`src/rtl/bdt_pkg.sv`:
```
package bdt_pkg;

  localparam int NUM_CMP = 2;

  // Register select codes on the configuration port
  localparam logic [2:0] SEL_ROUTE = 3'd4;
  localparam logic [2:0] SEL_CLEAR = 3'd5;
  localparam int RANGE_BIT = 8;
  localparam int ROUTE_STRIDE = 4;

  // Comparator control word, bit 0 is en
  typedef struct packed {
    logic allow_wr;
    logic allow_rd;
    logic use_data;
    logic en;
  } cmp_ctrl_t;

  // Per-trigger action routing, bit 0 is halt
  typedef struct packed {
    logic ext;
    logic trace;
    logic halt;
  } route_t;

endpackage

```
`src/rtl/bdt_cfg_regs.sv`:
```
module bdt_cfg_regs
  import bdt_pkg::*;
#(
  parameter int CMP_W = 32
) (
  input  logic                              clk,
  input  logic                              rst_n,
  input  logic                              cfg_wr,
  input  logic [2:0]                        cfg_sel,
  input  logic [CMP_W-1:0]                  cfg_wdata,
  output cmp_ctrl_t [NUM_CMP-1:0]           ctrl,
  output logic [NUM_CMP-1:0][CMP_W-1:0]     value,
  output route_t [NUM_CMP-1:0]              route,
  output logic                              range_mode,
  output logic                              clr_halt,
  output logic                              clr_trace
);

  cmp_ctrl_t [NUM_CMP-1:0]          ctrl_q, ctrl_d;
  logic [NUM_CMP-1:0][CMP_W-1:0]    value_q, value_d;
  route_t [NUM_CMP-1:0]             route_q, route_d;
  logic                             range_q, range_d;

  for (genvar i = 0; i < NUM_CMP; i++) begin : g_cmp_regs
    localparam logic [2:0] CTRL_SEL = 3'(2 * i);
    localparam logic [2:0] VAL_SEL  = 3'(2 * i + 1);

    always_comb begin
      ctrl_d[i]  = ctrl_q[i];
      value_d[i] = value_q[i];
      route_d[i] = route_q[i];
      if (cfg_wr && cfg_sel == CTRL_SEL) ctrl_d[i] = cmp_ctrl_t'(cfg_wdata[3:0]);
      if (cfg_wr && cfg_sel == VAL_SEL) value_d[i] = cfg_wdata;
      if (cfg_wr && cfg_sel == SEL_ROUTE) route_d[i] = route_t'(cfg_wdata[ROUTE_STRIDE*i +: 3]);
    end
  end

  always_comb begin
    range_d = range_q;
    if (cfg_wr && cfg_sel == SEL_ROUTE) range_d = cfg_wdata[RANGE_BIT];
  end

  always_ff @(posedge clk or negedge rst_n) begin
    if (!rst_n) begin
      ctrl_q  <= '0;
      value_q <= '0;
      route_q <= '0;
      range_q <= 1'b0;
    end else begin
      ctrl_q  <= ctrl_d;
      value_q <= value_d;
      route_q <= route_d;
      range_q <= range_d;
    end
  end

  assign ctrl       = ctrl_q;
  assign value      = value_q;
  assign route      = route_q;
  assign range_mode = range_q;
  assign clr_halt   = cfg_wr && cfg_sel == SEL_CLEAR && cfg_wdata[0];
  assign clr_trace  = cfg_wr && cfg_sel == SEL_CLEAR && cfg_wdata[1];

endmodule

```
`src/rtl/bdt_comparator.sv`:
```
module bdt_comparator
  import bdt_pkg::*;
#(
  parameter int ADDR_W   = 32,
  parameter int DATA_W   = 32,
  parameter int CMP_W    = 32,
  parameter bit IS_UPPER = 1'b0
) (
  input  cmp_ctrl_t          ctrl,
  input  logic [CMP_W-1:0]   value,
  input  logic               bus_valid,
  input  logic               bus_write,
  input  logic [ADDR_W-1:0]  bus_addr,
  input  logic [DATA_W-1:0]  bus_data,
  output logic               eq_hit,
  output logic               bound_hit
);

  logic [CMP_W-1:0] operand;
  logic             dir_ok;
  logic             qual;
  logic             side_ok;

  always_comb begin
    operand = ctrl.use_data ? CMP_W'(bus_data) : CMP_W'(bus_addr);
    dir_ok  = bus_write ? ctrl.allow_wr : ctrl.allow_rd;
    qual    = bus_valid && ctrl.en && dir_ok;
  end

  // One bound of the range window; the parameter picks which side
  if (IS_UPPER) begin : g_upper
    assign side_ok = (operand <= value);
  end else begin : g_lower
    assign side_ok = (operand >= value);
  end

  assign eq_hit    = qual && (operand == value);
  assign bound_hit = qual && side_ok;

  // a disabled comparator raises neither output
  always_comb begin
    a_r1_disabled_silent: assert (ctrl.en || (!eq_hit && !bound_hit));
  end

endmodule

```
`src/rtl/bdt_action_ctrl.sv`:
```
module bdt_action_ctrl
  import bdt_pkg::*;
(
  input  logic                  clk,
  input  logic                  rst_n,
  input  logic [NUM_CMP-1:0]    eq_hit,
  input  logic [NUM_CMP-1:0]    bound_hit,
  input  route_t [NUM_CMP-1:0]  route,
  input  logic                  range_mode,
  input  logic                  clr_halt,
  input  logic                  clr_trace,
  output logic                  halt_req,
  output logic                  trace_start,
  output logic                  ext_trig
);

  logic [NUM_CMP-1:0] fire;
  logic want_halt, want_trace, want_ext;
  logic halt_q, halt_d, trace_q, trace_d, ext_q, ext_d;

  always_comb begin
    fire[0] = range_mode ? (&bound_hit) : eq_hit[0];
    fire[1] = range_mode ? 1'b0 : eq_hit[1];
    want_halt  = 1'b0;
    want_trace = 1'b0;
    want_ext   = 1'b0;
    for (int t = 0; t < NUM_CMP; t++) begin
      want_halt  = want_halt  | (fire[t] & route[t].halt);
      want_trace = want_trace | (fire[t] & route[t].trace);
      want_ext   = want_ext   | (fire[t] & route[t].ext);
    end
  end

  always_comb begin
    halt_d  = want_halt  | (halt_q  & ~clr_halt);
    trace_d = want_trace | (trace_q & ~clr_trace);
    ext_d   = want_ext;
  end

  always_ff @(posedge clk or negedge rst_n) begin
    if (!rst_n) begin
      halt_q  <= 1'b0;
      trace_q <= 1'b0;
      ext_q   <= 1'b0;
    end else begin
      halt_q  <= halt_d;
      trace_q <= trace_d;
      ext_q   <= ext_d;
    end
  end

  assign halt_req    = halt_q;
  assign trace_start = trace_q;
  assign ext_trig    = ext_q;

  a_r8_halt_sticky: assert property (@(posedge clk) disable iff (!rst_n)
    (halt_q && !clr_halt) |=> halt_q);

  a_r9_trace_sticky: assert property (@(posedge clk) disable iff (!rst_n)
    (trace_q && !clr_trace) |=> trace_q);

  a_r11_halt_routed: assert property (@(posedge clk) disable iff (!rst_n)
    $rose(halt_q) |-> $past(route[0].halt || route[1].halt));

endmodule

```
`src/rtl/bus_trigger_unit.sv`:
```
module bus_trigger_unit
  import bdt_pkg::*;
#(
  parameter int ADDR_W = 32,
  parameter int DATA_W = 32,
  localparam int CMP_W = (ADDR_W > DATA_W) ? ADDR_W : DATA_W
) (
  input  logic              clk,
  input  logic              rst_n,
  input  logic              bus_valid_i,
  input  logic              bus_write_i,
  input  logic [ADDR_W-1:0] bus_addr_i,
  input  logic [DATA_W-1:0] bus_data_i,
  input  logic              cfg_wr_i,
  input  logic [2:0]        cfg_sel_i,
  input  logic [CMP_W-1:0]  cfg_wdata_i,
  output logic              halt_req_o,
  output logic              trace_start_o,
  output logic              ext_trig_o
);

  // Reset: asserted asynchronously, released on the second clock edge
  logic [1:0] rst_sync_q;
  logic       rst_int_n;

  always_ff @(posedge clk or negedge rst_n) begin
    if (!rst_n) rst_sync_q <= 2'b00;
    else        rst_sync_q <= {rst_sync_q[0], 1'b1};
  end
  assign rst_int_n = rst_sync_q[1];

  cmp_ctrl_t [NUM_CMP-1:0]       ctrl;
  logic [NUM_CMP-1:0][CMP_W-1:0] value;
  route_t [NUM_CMP-1:0]          route;
  logic                          range_mode, clr_halt, clr_trace;
  logic [NUM_CMP-1:0]            eq_hit, bound_hit;

  bdt_cfg_regs #(.CMP_W(CMP_W)) u_cfg (
    .clk        (clk),
    .rst_n      (rst_int_n),
    .cfg_wr     (cfg_wr_i),
    .cfg_sel    (cfg_sel_i),
    .cfg_wdata  (cfg_wdata_i),
    .ctrl       (ctrl),
    .value      (value),
    .route      (route),
    .range_mode (range_mode),
    .clr_halt   (clr_halt),
    .clr_trace  (clr_trace)
  );

  for (genvar i = 0; i < NUM_CMP; i++) begin : g_cmp
    bdt_comparator #(
      .ADDR_W   (ADDR_W),
      .DATA_W   (DATA_W),
      .CMP_W    (CMP_W),
      .IS_UPPER (i == 1)
    ) u_cmp (
      .ctrl      (ctrl[i]),
      .value     (value[i]),
      .bus_valid (bus_valid_i),
      .bus_write (bus_write_i),
      .bus_addr  (bus_addr_i),
      .bus_data  (bus_data_i),
      .eq_hit    (eq_hit[i]),
      .bound_hit (bound_hit[i])
    );
  end

  bdt_action_ctrl u_act (
    .clk         (clk),
    .rst_n       (rst_int_n),
    .eq_hit      (eq_hit),
    .bound_hit   (bound_hit),
    .route       (route),
    .range_mode  (range_mode),
    .clr_halt    (clr_halt),
    .clr_trace   (clr_trace),
    .halt_req    (halt_req_o),
    .trace_start (trace_start_o),
    .ext_trig    (ext_trig_o)
  );

  // an idle bus cycle never produces a pulse on the next clock
  a_r5_idle_no_pulse: assert property (@(posedge clk) disable iff (!rst_int_n)
    !bus_valid_i |=> !ext_trig_o);

  // the pulse follows a sampled valid bus cycle
  a_r10_pulse_from_cycle: assert property (@(posedge clk) disable iff (!rst_int_n)
    ext_trig_o |-> $past(bus_valid_i));

endmodule

```
`config.mk`:
```
export PLATFORM = sky130hd
export DESIGN_NAME = bus_trigger_unit
export DESIGN_NICKNAME = d
export VERILOG_FILES = /design/src/rtl/bdt_pkg.sv /design/src/rtl/bdt_cfg_regs.sv /design/src/rtl/bdt_comparator.sv /design/src/rtl/bdt_action_ctrl.sv /design/src/rtl/bus_trigger_unit.sv
export SDC_FILE = /design/constraint.sdc
export NUM_CORES = 1
export LEC_CHECK = 0
export BUFFER_PORTS_ARGS = -buffer_cell sky130_fd_sc_hd__buf_2
export CAP_MARGIN = 20
export CORE_ASPECT_RATIO = 1.4
export CORE_UTILIZATION = 46
export CTS_BUF_LIST = sky130_fd_sc_hd__clkbuf_4
export DETAILED_ROUTE_END_ITERATION = 16
export GPL_TIMING_DRIVEN = 0
export PLACE_DENSITY = 0.69
export SLEW_MARGIN = 30
export SYNTH_ARGS = -nofsm -noshare
export SYNTH_HDL_FRONTEND = slang
export SYNTH_SLANG_ARGS = --single-unit
```
`constraint.sdc`:
```
create_clock -name clk -period 3.7 [get_ports clk]
set_clock_uncertainty 0.2 [all_clocks]
set_input_delay 0.74 -clock clk [delete_from_list [all_inputs] [get_ports clk]]
set_output_delay 0.74 -clock clk [all_outputs]
set_load 0.05 [all_outputs]
```
==> metrics.yaml <==
outcome:
  status: "finished clean"
synthesis:
  synth_common_cells: "mux2_2 (109), dfrtp_1 (84), inv_1 (67)"
  ys_seq_area_frac: 0.384
  synthTopCellsByArea: "dfrtp_1 (38%), mux2_2 (22%), ha_1 (15%)"
  synthArstFlopShare: 1.00
  yosysUniqueCellTypes: 40
  syn_inst: 529
  synth_top_family_by_area: "multiplexers"
  synth-edff-count: 0
  ys_ff_latch: 84
  synthAdderAreaFrac: 0.146
  syn_avg_cell_area_um2: 10.4
  synth-simple-area-share: 0.0884
  yosysTopAreaCellShare: 0.384
  netlist_area_um2: 5480
  yosys.area_share.xor_xnor: 0
  synthMuxAreaShare: 0.228
  synth.most_common_cell: "mux2_2"
  yosysTopAreaCell: "dfrtp_1"
  ys_warn_count: 0
  ys.flop_type: "dfrtp_1"
  synth_nets: 697
  synth_compound_area_frac: 0.0957
cells_and_area:
  fin_util: 0.564
  num-fill-cells: 1070
  syn_to_final_growth_pct: 17.8
  antennaDiodeCount: 0
  nNetsFinal: 818
  drive_gt1_frac: 0.379
  stdcell_count: 799
route:
  routed_wl_mm: 13.0
  viasPerCell: 5.43
  drcViolationCount: 0
  detail_route.wl_per_cell_um: 16.3
  dr.pass1.iters: 6
  drt_iter0_drc: 119
  dr_total_vias: 4336
  ant_nets: 0
timing:
  final_hold_viol_count: 0
  setup_viol: 0
  setup_ws_ns: 0.176
  period_minus_slack_ns: 3.52
  tns_ns: 0
  rsz0062_at_grt: "false"
  fin_crit_sh: 0.953
  fmax_ghz: 0.284
  relSlewSlack: 0.472
  tightest_slew_ns: 0.790
  drv_slew: 0
cts:
  cts_root_buffer: "clkbuf_4"
  clockBufferDepth: 2
  clk_latency_ns: 0.45
  h-tree-depth: 3
  cts_tree: "yes"
  cts_num_sinks: 84
  clk_pin_slew_worst_paths_ns: 0.16
  numCtsBuffers: 9
power:
  vdd_drop_max_uv: 221
  power.density_nw_per_um2: 463
  p_leak_nw: 3.13
grt:
  antenna_found_initial: 0
  grt_pass1_wl_mm: 21.5
  grt_overflow: 0
  grt_usage: 0.225
  grt_max_degree: 40
  grt_pass1_vias: 4564
worst_setup_path:
  endpoint_kind: "flip-flop"
  startpoint: "u_cfg.ctrl[5]$_DFFE_PN0P_"
  critical_path_arrival_ns: 3.71
  critPathMaxFanout: 10
  r2r_start: "u_cfg.ctrl[5]$_DFFE_PN0P_"
  required_ns: 3.89
  critPathLaunchType: "flip-flop"
  critPathKind: "reg2reg"
die:
  ios: 107
  coreArea_um2: 11500
  dieArea_um2: 12400
  die_h_um: 131
  start_util: 0.478
  num_rows: 46
  dieWidth_um: 94.2
place:
  dp_hpwl_mm: 10.5
  post-place-ws_ns: -0.164
  gp_congestion: 0.838
  port-buffer-count: 106
  dp.cells: 781
worst_hold_path:
  holdCritPathClass: "reg2async"
flow_run:
  drv_cap: 0
per-stage QoR:
stage / total power [mW] / hold WS [ns] / cell area [um^2]
global route: 3.21 / 0.120 / 6450
global placement: 2.25 / 0.136 / 6190
CTS: 3.01 / 0.101 / 6450
floorplan: 1.99 / 0.131 / 5480
detailed placement: 2.31 / -0.0200 / 6230
finish: 2.99 / 0.0837 / 6450
repair_timing:
action | CTS | global route
buffers inserted | 0 | 0
setup endpoints to repair | 3 | 3
gates cloned | 0 | 0
endpoints found under the hold margin | 15 | 0
hold buffers | 2 | 0
gates resized for setup | 4 | 5
worst max-delay path, stage by stage (launching register included):
cell and delay [ns]:
dfrtp_1 0.35, clkbuf_1 0.30, clkbuf_2 0.38, mux2_2 0.39, ha_1 0.32, nand4_1 0.17
nor4_1 0.49, nand2_1 0.13, or4_1 0.43, inv_1 0.13, a22oi_1 0.11, o21ai_2 0.07
final timing paths:
path	endpoint	slack (ns)	cells past startpoint
max	u_act.trace_start$_DFF_PN0_	0.18	11
min	u_cfg.value[30]$_DFFE_PN0P_	0.08	1
max reg2reg	u_act.trace_start$_DFF_PN0_	0.18	11
min reg2reg	u_cfg.value[30]$_DFFE_PN0P_	0.08	1
max in group asynchronous	u_cfg.value[62]$_DFFE_PN0P_	2.21	1
min in group clk	rst_sync_q[1]$_DFF_PN0_	0.17	0
layout by cell type (no fill, tap or decap), types with 9 or more instances in the layout:
master    instances
a21oi_1          24
buf_2           106
clkbuf_1         11
clkbuf_4          9
dfrtp_1          83
ha_1             64
inv_1            67
mux2_2          109
nand2_1          49
nand3_1          12
nand4_1          11
o21ai_0          38
report_power, final:
| group | total [mW] | switching [mW] | internal (mW) | leakage [nW] |
|---|---|---|---|---|
| registers | 1.18 | 0.0757 | 1.10 | 1.02 |
| logic | 1.12 | 0.569 | 0.549 | 2.01 |
| clock network | 0.692 | 0.345 | 0.346 | 0.0961 |
| total | 2.99 | 0.991 | 2.00 | 3.13 |
per-layer routing:
metal  share of wire  vias to the layer above  track usage
met4           0.025                        0       0.0932
met5               0                        -            0
met1            0.41                     2093        0.264
li1                -                     2113            -
met2            0.52                      106        0.400
met3           0.040                       24       0.0336
state kept, by name (all words and copies together) (netlist names):
register / count
u_cfg.value: 64
u_cfg.ctrl: 8
u_cfg.route: 6
rst_sync_q: 2
u_act.ext_trig: 1
u_act.halt_req: 1
u_act.trace_start: 1
u_cfg.range_mode: 1
logic make-up (layout without fill, tap and decap cells):
kind of cell / after synthesis / in the layout
compound gates: 87 / 87
fa+ha+maj: 64 / 64
buf+inv: 84 / 210
flops: 84 / 84
mux: 111 / 111
other cells: 1 / 1
simple gates: 98 / 98
final cells by class:
class	instances	area [um^2]	share of cell area
inverter	67	251	0.0390
sequential	84	2110	0.326
clock inverter	7	121	0.0188
buffer	17	71.3	0.0110
timing repair buffer	110	591	0.0915
tap	144	180	0.0279
multi-input combinational	361	3070	0.475
clock buffer	9	67.6	0.0105
(Power assumes the default switching activity.)
